==> src/rtl/owt_pkg.sv <==
package owt_pkg;

    typedef enum logic [2:0] {
        ST_IDLE = 3'd0,
        ST_RUN  = 3'd1,
        ST_WARN = 3'd2,
        ST_OVER = 3'd3,
        ST_LATE = 3'd4
    } owt_state_e;

    localparam int unsigned LED_N = 16;

endpackage

==> src/rtl/owt_seg_timer.sv <==
module owt_seg_timer #(
    parameter int unsigned CNT_W = 8
) (
    input  logic             clk,
    input  logic             clr,
    output logic [CNT_W-1:0] cnt
);

    always_ff @(posedge clk) begin
        if (clr) begin
            cnt <= '0;
        end else begin
            cnt <= cnt + 1'b1;
        end
    end

endmodule

==> src/rtl/owt_blink.sv <==
module owt_blink #(
    parameter int unsigned HALF_CYC = 4
) (
    input  logic clk,
    input  logic clr,
    output logic blink
);

    localparam int unsigned DIV_W = (HALF_CYC > 1) ? $clog2(HALF_CYC) : 1;
    localparam logic [DIV_W-1:0] DIV_LAST = DIV_W'(HALF_CYC - 1);

    logic [DIV_W-1:0] div_q;

    always_ff @(posedge clk) begin
        if (clr) begin
            div_q <= '0;
            blink <= 1'b1;
        end else if (div_q == DIV_LAST) begin
            div_q <= '0;
            blink <= ~blink;
        end else begin
            div_q <= div_q + 1'b1;
        end
    end

endmodule

==> src/rtl/owt_elapsed.sv <==
module owt_elapsed #(
    parameter int unsigned TICK_CYC = 4
) (
    input  logic       clk,
    input  logic       clr,
    input  logic       run,
    output logic [3:0] sec_ones,
    output logic [3:0] sec_tens,
    output logic [3:0] min_ones
);

    localparam int unsigned TICK_W = (TICK_CYC > 1) ? $clog2(TICK_CYC) : 1;
    localparam logic [TICK_W-1:0] TICK_LAST = TICK_W'(TICK_CYC - 1);

    logic [TICK_W-1:0] tick_q;
    logic              sec_step;
    logic              ones_wrap;
    logic              tens_wrap;

    assign sec_step  = run && (tick_q == TICK_LAST);
    assign ones_wrap = (sec_ones == 4'd9);
    assign tens_wrap = ones_wrap && (sec_tens == 4'd5);

    always_ff @(posedge clk) begin
        if (clr) begin
            tick_q <= '0;
        end else if (run) begin
            tick_q <= sec_step ? '0 : tick_q + 1'b1;
        end
    end

    always_ff @(posedge clk) begin
        if (clr) begin
            sec_ones <= 4'd0;
            sec_tens <= 4'd0;
            min_ones <= 4'd0;
        end else if (sec_step) begin
            sec_ones <= ones_wrap ? 4'd0 : sec_ones + 4'd1;
            if (tens_wrap) begin
                sec_tens <= 4'd0;
                if (min_ones != 4'd9) begin
                    min_ones <= min_ones + 4'd1;
                end
            end else if (ones_wrap) begin
                sec_tens <= sec_tens + 4'd1;
            end
        end
    end

endmodule

==> src/rtl/overdue_watch.sv <==
module overdue_watch
    import owt_pkg::*;
#(
    parameter int unsigned CLK_HZ   = 50_000_000,
    parameter int unsigned WARN_SEC = 110,
    parameter int unsigned OVER_SEC = 10,
    parameter int unsigned LATE_SEC = 5
) (
    input  logic              clk,
    input  logic              rst_btn_n,
    input  logic              start_btn_n,
    output logic [LED_N-1:0]  led,
    output logic [3:0]        sec_ones,
    output logic [3:0]        sec_tens,
    output logic [3:0]        min_ones
);

    localparam longint unsigned WARN_CYC = longint'(CLK_HZ) * longint'(WARN_SEC);
    localparam longint unsigned OVER_CYC = longint'(CLK_HZ) * longint'(OVER_SEC);
    localparam longint unsigned LATE_CYC = longint'(CLK_HZ) * longint'(LATE_SEC);
    localparam longint unsigned MAX_A    = (WARN_CYC > OVER_CYC) ? WARN_CYC : OVER_CYC;
    localparam longint unsigned MAX_CYC  = (MAX_A > LATE_CYC) ? MAX_A : LATE_CYC;
    localparam int unsigned     CNT_W    = $clog2(MAX_CYC) + 1;

    localparam logic [CNT_W-1:0] WARN_LAST = CNT_W'(WARN_CYC - 1);
    localparam logic [CNT_W-1:0] OVER_LAST = CNT_W'(OVER_CYC - 1);
    localparam logic [CNT_W-1:0] LATE_LAST = CNT_W'(LATE_CYC - 1);

    owt_state_e       state;
    owt_state_e       nxt;
    logic [CNT_W-1:0] seg_cnt;
    logic             seg_clr;
    logic             blink;
    logic             time_clr;
    logic             time_run;

    // next-state decision: reset, then start, then segment expiry
    always_comb begin
        nxt = state;
        if (!rst_btn_n) begin
            nxt = ST_IDLE;
        end else if (!start_btn_n) begin
            nxt = ST_RUN;
        end else begin
            unique case (state)
                ST_IDLE: nxt = ST_IDLE;
                ST_RUN:  if (seg_cnt == WARN_LAST) nxt = ST_WARN;
                ST_WARN: if (seg_cnt == OVER_LAST) nxt = ST_OVER;
                ST_OVER: if (seg_cnt == LATE_LAST) nxt = ST_LATE;
                ST_LATE: nxt = ST_LATE;
                default: nxt = ST_IDLE;
            endcase
        end
    end

    always_ff @(posedge clk) begin
        state <= nxt;
    end

    // every entry (including re-entry by start) restarts the segment
    assign seg_clr  = (nxt != state) || (nxt == ST_IDLE) || !start_btn_n;
    assign time_clr = !rst_btn_n || !start_btn_n;
    assign time_run = (state != ST_IDLE);

    owt_seg_timer #(
        .CNT_W (CNT_W)
    ) u_seg_timer (
        .clk (clk),
        .clr (seg_clr),
        .cnt (seg_cnt)
    );

    owt_blink #(
        .HALF_CYC (CLK_HZ)
    ) u_blink (
        .clk   (clk),
        .clr   (seg_clr),
        .blink (blink)
    );

    owt_elapsed #(
        .TICK_CYC (CLK_HZ)
    ) u_elapsed (
        .clk      (clk),
        .clr      (time_clr),
        .run      (time_run),
        .sec_ones (sec_ones),
        .sec_tens (sec_tens),
        .min_ones (min_ones)
    );

    // LED pattern by state
    always_comb begin
        led = '0;
        unique case (state)
            ST_IDLE: led = '0;
            ST_RUN:  led = '0;
            ST_WARN: led[0] = blink;
            ST_OVER: led[3:0] = {4{blink}};
            ST_LATE: led = {LED_N{blink}};
            default: led = '0;
        endcase
    end

endmodule

==> config.mk <==
export PLATFORM = sky130hd
export DESIGN_NAME = overdue_watch
export DESIGN_NICKNAME = d
export VERILOG_FILES = /design/src/rtl/owt_pkg.sv /design/src/rtl/owt_seg_timer.sv /design/src/rtl/owt_blink.sv /design/src/rtl/owt_elapsed.sv /design/src/rtl/overdue_watch.sv
export SDC_FILE = /design/constraint.sdc
export NUM_CORES = 1
export LEC_CHECK = 0
export BUFFER_PORTS_ARGS = -buffer_cell sky130_fd_sc_hd__clkbuf_2
export CAP_MARGIN = 20
export CORE_MARGIN = 3
export CORE_UTILIZATION = 60
export CTS_BUF_LIST = sky130_fd_sc_hd__clkbuf_2
export DETAILED_ROUTE_END_ITERATION = 12
export GPL_TIMING_DRIVEN = 0
export PLACE_DENSITY = 0.79
export SLEW_MARGIN = 20
export SYNTH_ARGS = -nofsm -noshare
export SYNTH_HDL_FRONTEND = slang
export SYNTH_SLANG_ARGS = --single-unit
export TNS_END_PERCENT = 30
==> constraint.sdc <==
create_clock -name clk -period 2.5 [get_ports clk]
set_input_delay 0.25 -clock clk [delete_from_list [all_inputs] [get_ports clk]]
set_output_delay 0.25 -clock clk [all_outputs]
set_load 0.02 [all_outputs]
==> run_results.csv, run 1 <==
group,metric,value,unit
status,outcome,"complete, no violations",
power,p_leak,1.90,nW
detailed_routing,finalWirelength,12.2,mm
setup_path,crit_type,"reg -> reg",
setup_path,slowest_delay,0.67,ns
sta,worst_slack,0.0197,ns
global_route,grt_overflow,0,
job,drv_cap,0,
synth,synthCells,615,
sta,setup_violations,0,
synth,synth_edf_count,0,
setup_path,worstReg2RegEnd,"u_blink.blink$_SDFFE_PP1P_",
cts,path_clk_slew,0.27,ns
floorplan,core-area,8380,µm²
sta,slew_headroom,26.7,%
sta,slew_violations,0,
final_layout,antennaDiodeCount,0,
sta,skew,0.0349,ns
cts,cts_buffers,9,
synth,avgSynthCellArea,8.58,µm²
sta,fmax,0.403,GHz
synth,async_flop_share,0,%
setup_path,crit_path_start_kind,"flip-flop",
detailed_routing,ant_nets,0,
sta,rsz0062_at_grt,"yes",
floorplan,fp.dieH,99.8,µm
synth,yosysMostFrequentCell,"dfxtp_1",
cts,htree_levels,3,
detailed_routing,viasPerCell,6.23,
global_route,grt_pass1_wl,20.8,mm
setup_path,slowest_stage,"or4b_2",
sta,finalCritPeriodShare,99.2,%
setup_path,cp.depth,5,
synth,ys.warnings.count,0,
placement,dp_slack,-0.0896,ns
setup_path,crit_family,"simple AND/OR/NAND/NOR gates",
placement,port_buffers,30,
detailed_routing,via_count,4769,
setup_path,cp_max_fo,8,
synth,seq_area_frac_synth,38.7,%
detailed_routing,avgRoutedWirePerCell,16.0,µm
final_layout,synthToLayoutAreaGrowth,8.34,%
global_route,antenna_found_initial,0,
sta,finalHoldViolations,0,
cts,clock_latency,0.55,ns
synth,synth_cell_types,49,
detailed_routing,drc_errors,0,
setup_path,required,2.93,ns
setup_path,r2r-start,"u_blink.div_q[10]$_SDFF_PP0_",
synth,ys_top_cells_by_area,"dfxtp_1 39%, xor2_1 7.6%, xnor2_1 6.1%",
synth,syn-cell-area,5280,µm²
setup_path,cp_num_buf_inv,0,
floorplan,die_w,99.8,µm
final_layout,drive_above_1_share,15.1,%
global_route,grtUsageTotal,25.4,%
synth,synth-seq-cells,102,
floorplan,num_rows,33,
floorplan,initial_utilization,63.0,%
cts,cts_buffer_depth,2,
setup_path,endpoint,"u_blink.blink$_SDFFE_PP1P_",
final_layout,post-route-util,68.2,%
setup_path,cp-startpoint,"u_blink.div_q[10]$_SDFF_PP0_",
setup_path,path_cells,"or4b_2 -> nor4_1 -> nand3_2 -> xnor2_1 -> or4_1",
power,power_density,419,nW/µm²
cts,root_buffer,"clkbuf_2",
placement,dp_hpwl,8.90,mm
power,finalPower,0.00240,W
floorplan,die_area,9960,µm²
cts,cts_tree,"built",
cts,cts_num_sinks,102,
global_route,grt_max_degree,17,
placement,gp_congestion,0.939,
global_route,grt_pass1_vias,4383,
setup_path,endpoint_kind,"flip-flop",
synth,yosys-top-cells-count,"102 x dfxtp_1, 56 x nor2_1, 50 x nor4_1",
final_layout,final_nets,666,
setup_path,reg2reg_depth,5,
power,ir_drop,0.000336,V
synth,synth_flop_cell,"dfxtp_1",
floorplan,io_pins,31,
synth,synth_nets,625,
sta,min_period,2.48,ns
detailed_routing,first_iter_violations,316,
worst_hold_path,hp-class,"in -> reg",
synth,yosys.area.top_type,"dfxtp_1",
detailed_routing,dr.pass1.iters,5,
setup_path,ff2ff_setup_slack,0.02,ns
synth,synth_top_area_share,38.7,%
sta,tightest_slew,1.09,ns
final_layout,fillers,726,
setup_path,arrival,2.91,ns
-- flip-flops by register name, indices dropped and copies added, names as in the netlist --
name	count
u_elapsed.sec_ones	4
state	3
u_seg_timer.cnt	34
u_blink.blink	1
u_blink.div_q	26
u_elapsed.min_ones	4
u_elapsed.sec_tens	4
u_elapsed.tick_q	26
-- worst min-delay path by stage --
stage                                          start                          endpoint  slack, ns  depth (start not counted)
floorplan                                  rst_btn_n                  state[0]$_DFF_P_       0.40                          1
finish                                   start_btn_n                  state[0]$_DFF_P_       0.09                          3
global route                             start_btn_n                  state[0]$_DFF_P_       0.08                          3
detailed placement  u_elapsed.tick_q[1]$_SDFFE_PP0P_  u_elapsed.tick_q[1]$_SDFFE_PP0P_       0.47                          2
CTS                                      start_btn_n                  state[0]$_DFF_P_       0.05                          3
global placement    u_elapsed.tick_q[1]$_SDFFE_PP0P_  u_elapsed.tick_q[1]$_SDFFE_PP0P_       0.46                          2
-- cell families after synthesis --
logic type | share of synthesized area, %
AO/OA/AOI/OAI | 2.35
buffers and inverters | 4.93
flip-flops | 38.7
adder cells (fa/ha/maj) | 1.66
XOR/XNOR | 13.8
AND/OR/NAND/NOR | 37.1
multiplexers | 1.52
-- what timing repair did --
item | in CTS | in global routing
buffers inserted | 0 | 0
endpoints found under the setup margin | 59 | 92
hold buffers | 1 | 0
resized for setup | 4 | 17
endpoints found under the hold margin | 1 | 0
pin swaps | 0 | 1
-- worst min-delay path, cell delays in order --
cell      delay, ns
clkbuf_2       0.10
a21boi_0       0.16
a41o_1         0.11
-- per-stage QoR --
step                hold WS [ns]  area (µm²)  TNS (ns)  std cells
finish                    0.0909        5720         0        766
detailed placement         0.475        5570     -1.45        750
global placement           0.458        5560  -0.00356        750
global route              0.0829        5720    -0.697        766
floorplan                  0.402        5280         0        615
CTS                       0.0536        5680         0        767
-- layer usage --
layer	GRT usage (%)	part of all wire, %	up-vias
li1	-	-	2304
met5	0	0	-
met2	41.3	47	176
met4	7.04	1.6	0
met3	4.31	6.7	26
met1	34.9	45	2263
-- area by class of cell --
| type | instances | area, µm² | share of cell area, % |
|---|---|---|---|
| Multi-Input combinational cell | 463 | 3020 | 52.9 |
| Sequential cell | 102 | 2050 | 35.8 |
| Buffer | 43 | 248 | 4.33 |
| Timing Repair Buffer | 31 | 160 | 2.80 |
| Tap cell | 105 | 131 | 2.30 |
| Clock buffer | 10 | 50.0 | 0.875 |
| Clock inverter | 6 | 38.8 | 0.678 |
| Inverter | 6 | 22.5 | 0.394 |
-- placed cells by master (no fill, tap or decap), types with 8 or more instances in the layout --
master | netlist | layout
mux2i_1 | 8 | 8
and3_1 | 14 | 14
xnor2_1 | 37 | 37
nor3_1 | 35 | 35
nand4_1 | 33 | 33
buf_4 | 13 | 13
clkbuf_1 | 17 | 13
buf_2 | 13 | 9
nand2_1 | 47 | 46
nor2_1 | 56 | 56
and4_1 | 12 | 12
nand3_1 | 47 | 46
clkbuf_2 | 0 | 43
dfxtp_1 | 102 | 99
xor2_1 | 46 | 46
nor4_1 | 50 | 48
-- power breakdown --
group	internal (W)	switching [W]
Clock	0.000131	0.000524
Combinational	0.0000252	0.0000796
Sequential	0.00164	0.00000348
Total	0.00179	0.000607
Power figures use the tool's default switching activity.
==> run 2, diff against run 1 <==
--- a/config.mk
+++ b/config.mk
@@ -9,7 +9,7 @@
 export CAP_MARGIN = 20
 export CORE_MARGIN = 3
 export CORE_UTILIZATION = 60
-export CTS_BUF_LIST = sky130_fd_sc_hd__clkbuf_2
+export CTS_BUF_LIST = sky130_fd_sc_hd__clkbuf_4 sky130_fd_sc_hd__clkbuf_8
 export DETAILED_ROUTE_END_ITERATION = 12
 export GPL_TIMING_DRIVEN = 0
 export PLACE_DENSITY = 0.79
==> run_results.csv, run 2 (synthesized netlist as in run 1, its figures left out) <==
group,metric,value,unit
setup_path,arrival,2.66,ns
power,clkPwrFrac,34.6,%
floorplan,die_w,99.8,µm
detailed_routing,ant_nets,0,
detailed_routing,avgRoutedWirePerCell,16.1,µm
sta,fmax,0.410,GHz
floorplan,fp.dieH,99.8,µm
final_layout,final_nets,665,
sta,rsz0062_at_grt,"yes",
final_layout,fin_cells,765,
cts,cts_buffer_depth,2,
worst_hold_path,min_from,"rst_btn_n",
power,finalPower,0.00265,W
placement,dp_hpwl,8.90,mm
detailed_routing,finalWirelength,12.3,mm
sta,slew_violations,0,
power,comb_power_share,3.9,%
power,p_seq_share,61.5,%
detailed_routing,viasPerCell,6.21,
final_layout,final_cell_mix,"101 x dfxtp_1, 56 x nor2_1, 47 x nor4_1",
setup_path,ff2ff_setup_slack,0.06,ns
global_route,grtUsageTotal,25.6,%
worst_hold_path,hp-class,"in -> reg",
placement,port_buffers,30,
floorplan,core-area,8380,µm²
setup_path,r2r-start,"u_seg_timer.cnt[0]$_SDFF_PP0_",
power,switchingPower,0.000633,W
placement,place_inst,750,
sta,skew,0.00902,ns
sta,min_period,2.44,ns
detailed_routing,via_count,4748,
job,drv_cap,0,
detailed_routing,first_iter_violations,391,
setup_path,cp_max_fo,10,
cts,hold_buffers,0,
power,p_leak,1.92,nW
worst_hold_path,holdPathStages,2,
sta,finalHoldViolations,0,
power,power_density,458,nW/µm²
sta,setup_violations,0,
final_layout,antennaDiodeCount,0,
power,internal_power,0.00202,W
sta,slew_headroom,45.8,%
setup_path,endpoint_kind,"flip-flop",
final_layout,largestRegisters,"u_seg_timer.cnt x34, u_blink.div_q x26, u_elapsed.tick_q x26",
final_layout,largest_register,"u_seg_timer.cnt",
detailed_routing,drc_errors,0,
worst_hold_path,hold_path_end,"state[0]$_DFF_P_",
floorplan,die_area,9960,µm²
cts,htree_levels,3,
final_layout,layout_commonest_cell,"dfxtp_1",
global_route,antenna_found_initial,0,
cts,cts_buffers,9,
setup_path,crit_type,"reg -> reg",
setup_path,reg2reg_depth,9,
global_route,grt_pass1_vias,4381,
final_layout,drive_above_1_share,14.8,%
sta,finalCritPeriodShare,97.4,%
cts,cts_tree,"built",
detailed_routing,dr.pass1.iters,5,
cts,cts_num_sinks,102,
global_route,grt_pass1_wl,21.0,mm
floorplan,io_pins,31,
final_layout,largest_reg_flops,34,
status,outcome,"complete, no violations",
placement,gp_congestion,0.939,
power,ir_drop,0.000366,V
floorplan,num_rows,33,
sta,tightest_slew,0.800,ns
cts,clock_latency,0.36,ns
power,swShare,23.8,%
cts,post_cts.repair.setup_buffers,0,
cts,root_buffer,"clkbuf_8",
setup_path,crit_path_start_kind,"flip-flop",
setup_path,required,2.73,ns
floorplan,initial_utilization,63.0,%
global_route,grt_max_degree,17,
cts,path_clk_slew,0.09,ns
final_layout,synthToLayoutAreaGrowth,9.67,%
setup_path,worstReg2RegEnd,"u_blink.div_q[10]$_SDFF_PP0_",
global_route,grt_overflow,0,
==> run 2: power by group through the flow <==
stage	logic (W)	clock network, W	registers, W
after floorplan	0.0000683	0	0.00167
after global placement	0.0000979	0	0.00167
after detailed placement	0.000101	0	0.00167
after CTS	0.000101	0.000945	0.00163
after global routing	0.000114	0.00101	0.00163
final	0.000105	0.000918	0.00163
==> run 2: through the flow <==
stage	util [%]	setup slack, ns	instance area [µm²]	TNS, ns	hold WS, ns
after floorplan	-	0.334	5280	0	0.402
after global placement	66.3	-0.00306	5560	-0.00356	0.458
after detailed placement	66.4	-0.0896	5570	-1.45	0.475
after CTS	68.6	0.0217	5750	0	0.158
after global routing	69.1	-0.0930	5790	-3.29	0.191
final	69.1	0.0638	5790	0	0.185
==> run 2: area by class of cell <==
type	count	area (µm²)
Buffer	43	240
Clock buffer	10	131
Clock inverter	6	38.8
Fill cell	711	2590
Inverter	6	22.5
Multi-Input combinational cell	463	3030
Sequential cell	102	2040
Tap cell	105	131
Timing Repair Buffer	30	150
==> run 2: repair_timing <==
item,CTS,global route
gates resized for setup,3,14
pin swaps,0,1
setup endpoints to repair,56,81
==> run 2: how the worst max path moves through the flow <==
stage                                           startpoint                          endpoint  slack (ns)  cells after the start
after floorplan               u_blink.div_q[10]$_SDFF_PP0_        u_blink.blink$_SDFFE_PP1P_        0.33                      5
after global placement    u_elapsed.tick_q[0]$_SDFFE_PP0P_  u_elapsed.tick_q[9]$_SDFFE_PP0P_      -0.003                      7
after detailed placement  u_elapsed.tick_q[0]$_SDFFE_PP0P_  u_elapsed.tick_q[3]$_SDFFE_PP0P_       -0.09                      7
after CTS                   u_seg_timer.cnt[14]$_SDFF_PP0_      u_blink.div_q[22]$_SDFF_PP0_        0.02                      8
after global routing         u_seg_timer.cnt[0]$_SDFF_PP0_      u_blink.div_q[10]$_SDFF_PP0_       -0.09                      9
final                        u_seg_timer.cnt[0]$_SDFF_PP0_      u_blink.div_q[10]$_SDFF_PP0_        0.06                      9
==> run 2: routing by layer <==
| layer | part of all wire (%) | GRT usage (%) | wire, µm | up-vias |
|---|---|---|---|---|
| li1 | - | - | - | 2301 |
| met1 | 45 | 35.4 | 5580 | 2251 |
| met2 | 47 | 41.4 | 5810 | 174 |
| met3 | 6.6 | 4.31 | 811 | 22 |
| met4 | 1.2 | 7.04 | 143 | 0 |
| met5 | 0 | 0 | 0 | - |
==> run 2: critical path, cell delays in order, from the launching register on <==
cell and delay (ns):
dfxtp_1 0.40, ha_1 0.24, and3_1 0.17, buf_2 0.17
nand4_1 0.19, o41ai_1 0.40, and2_1 0.19, buf_2 0.17
buf_2 0.28, nor4_1 0.10
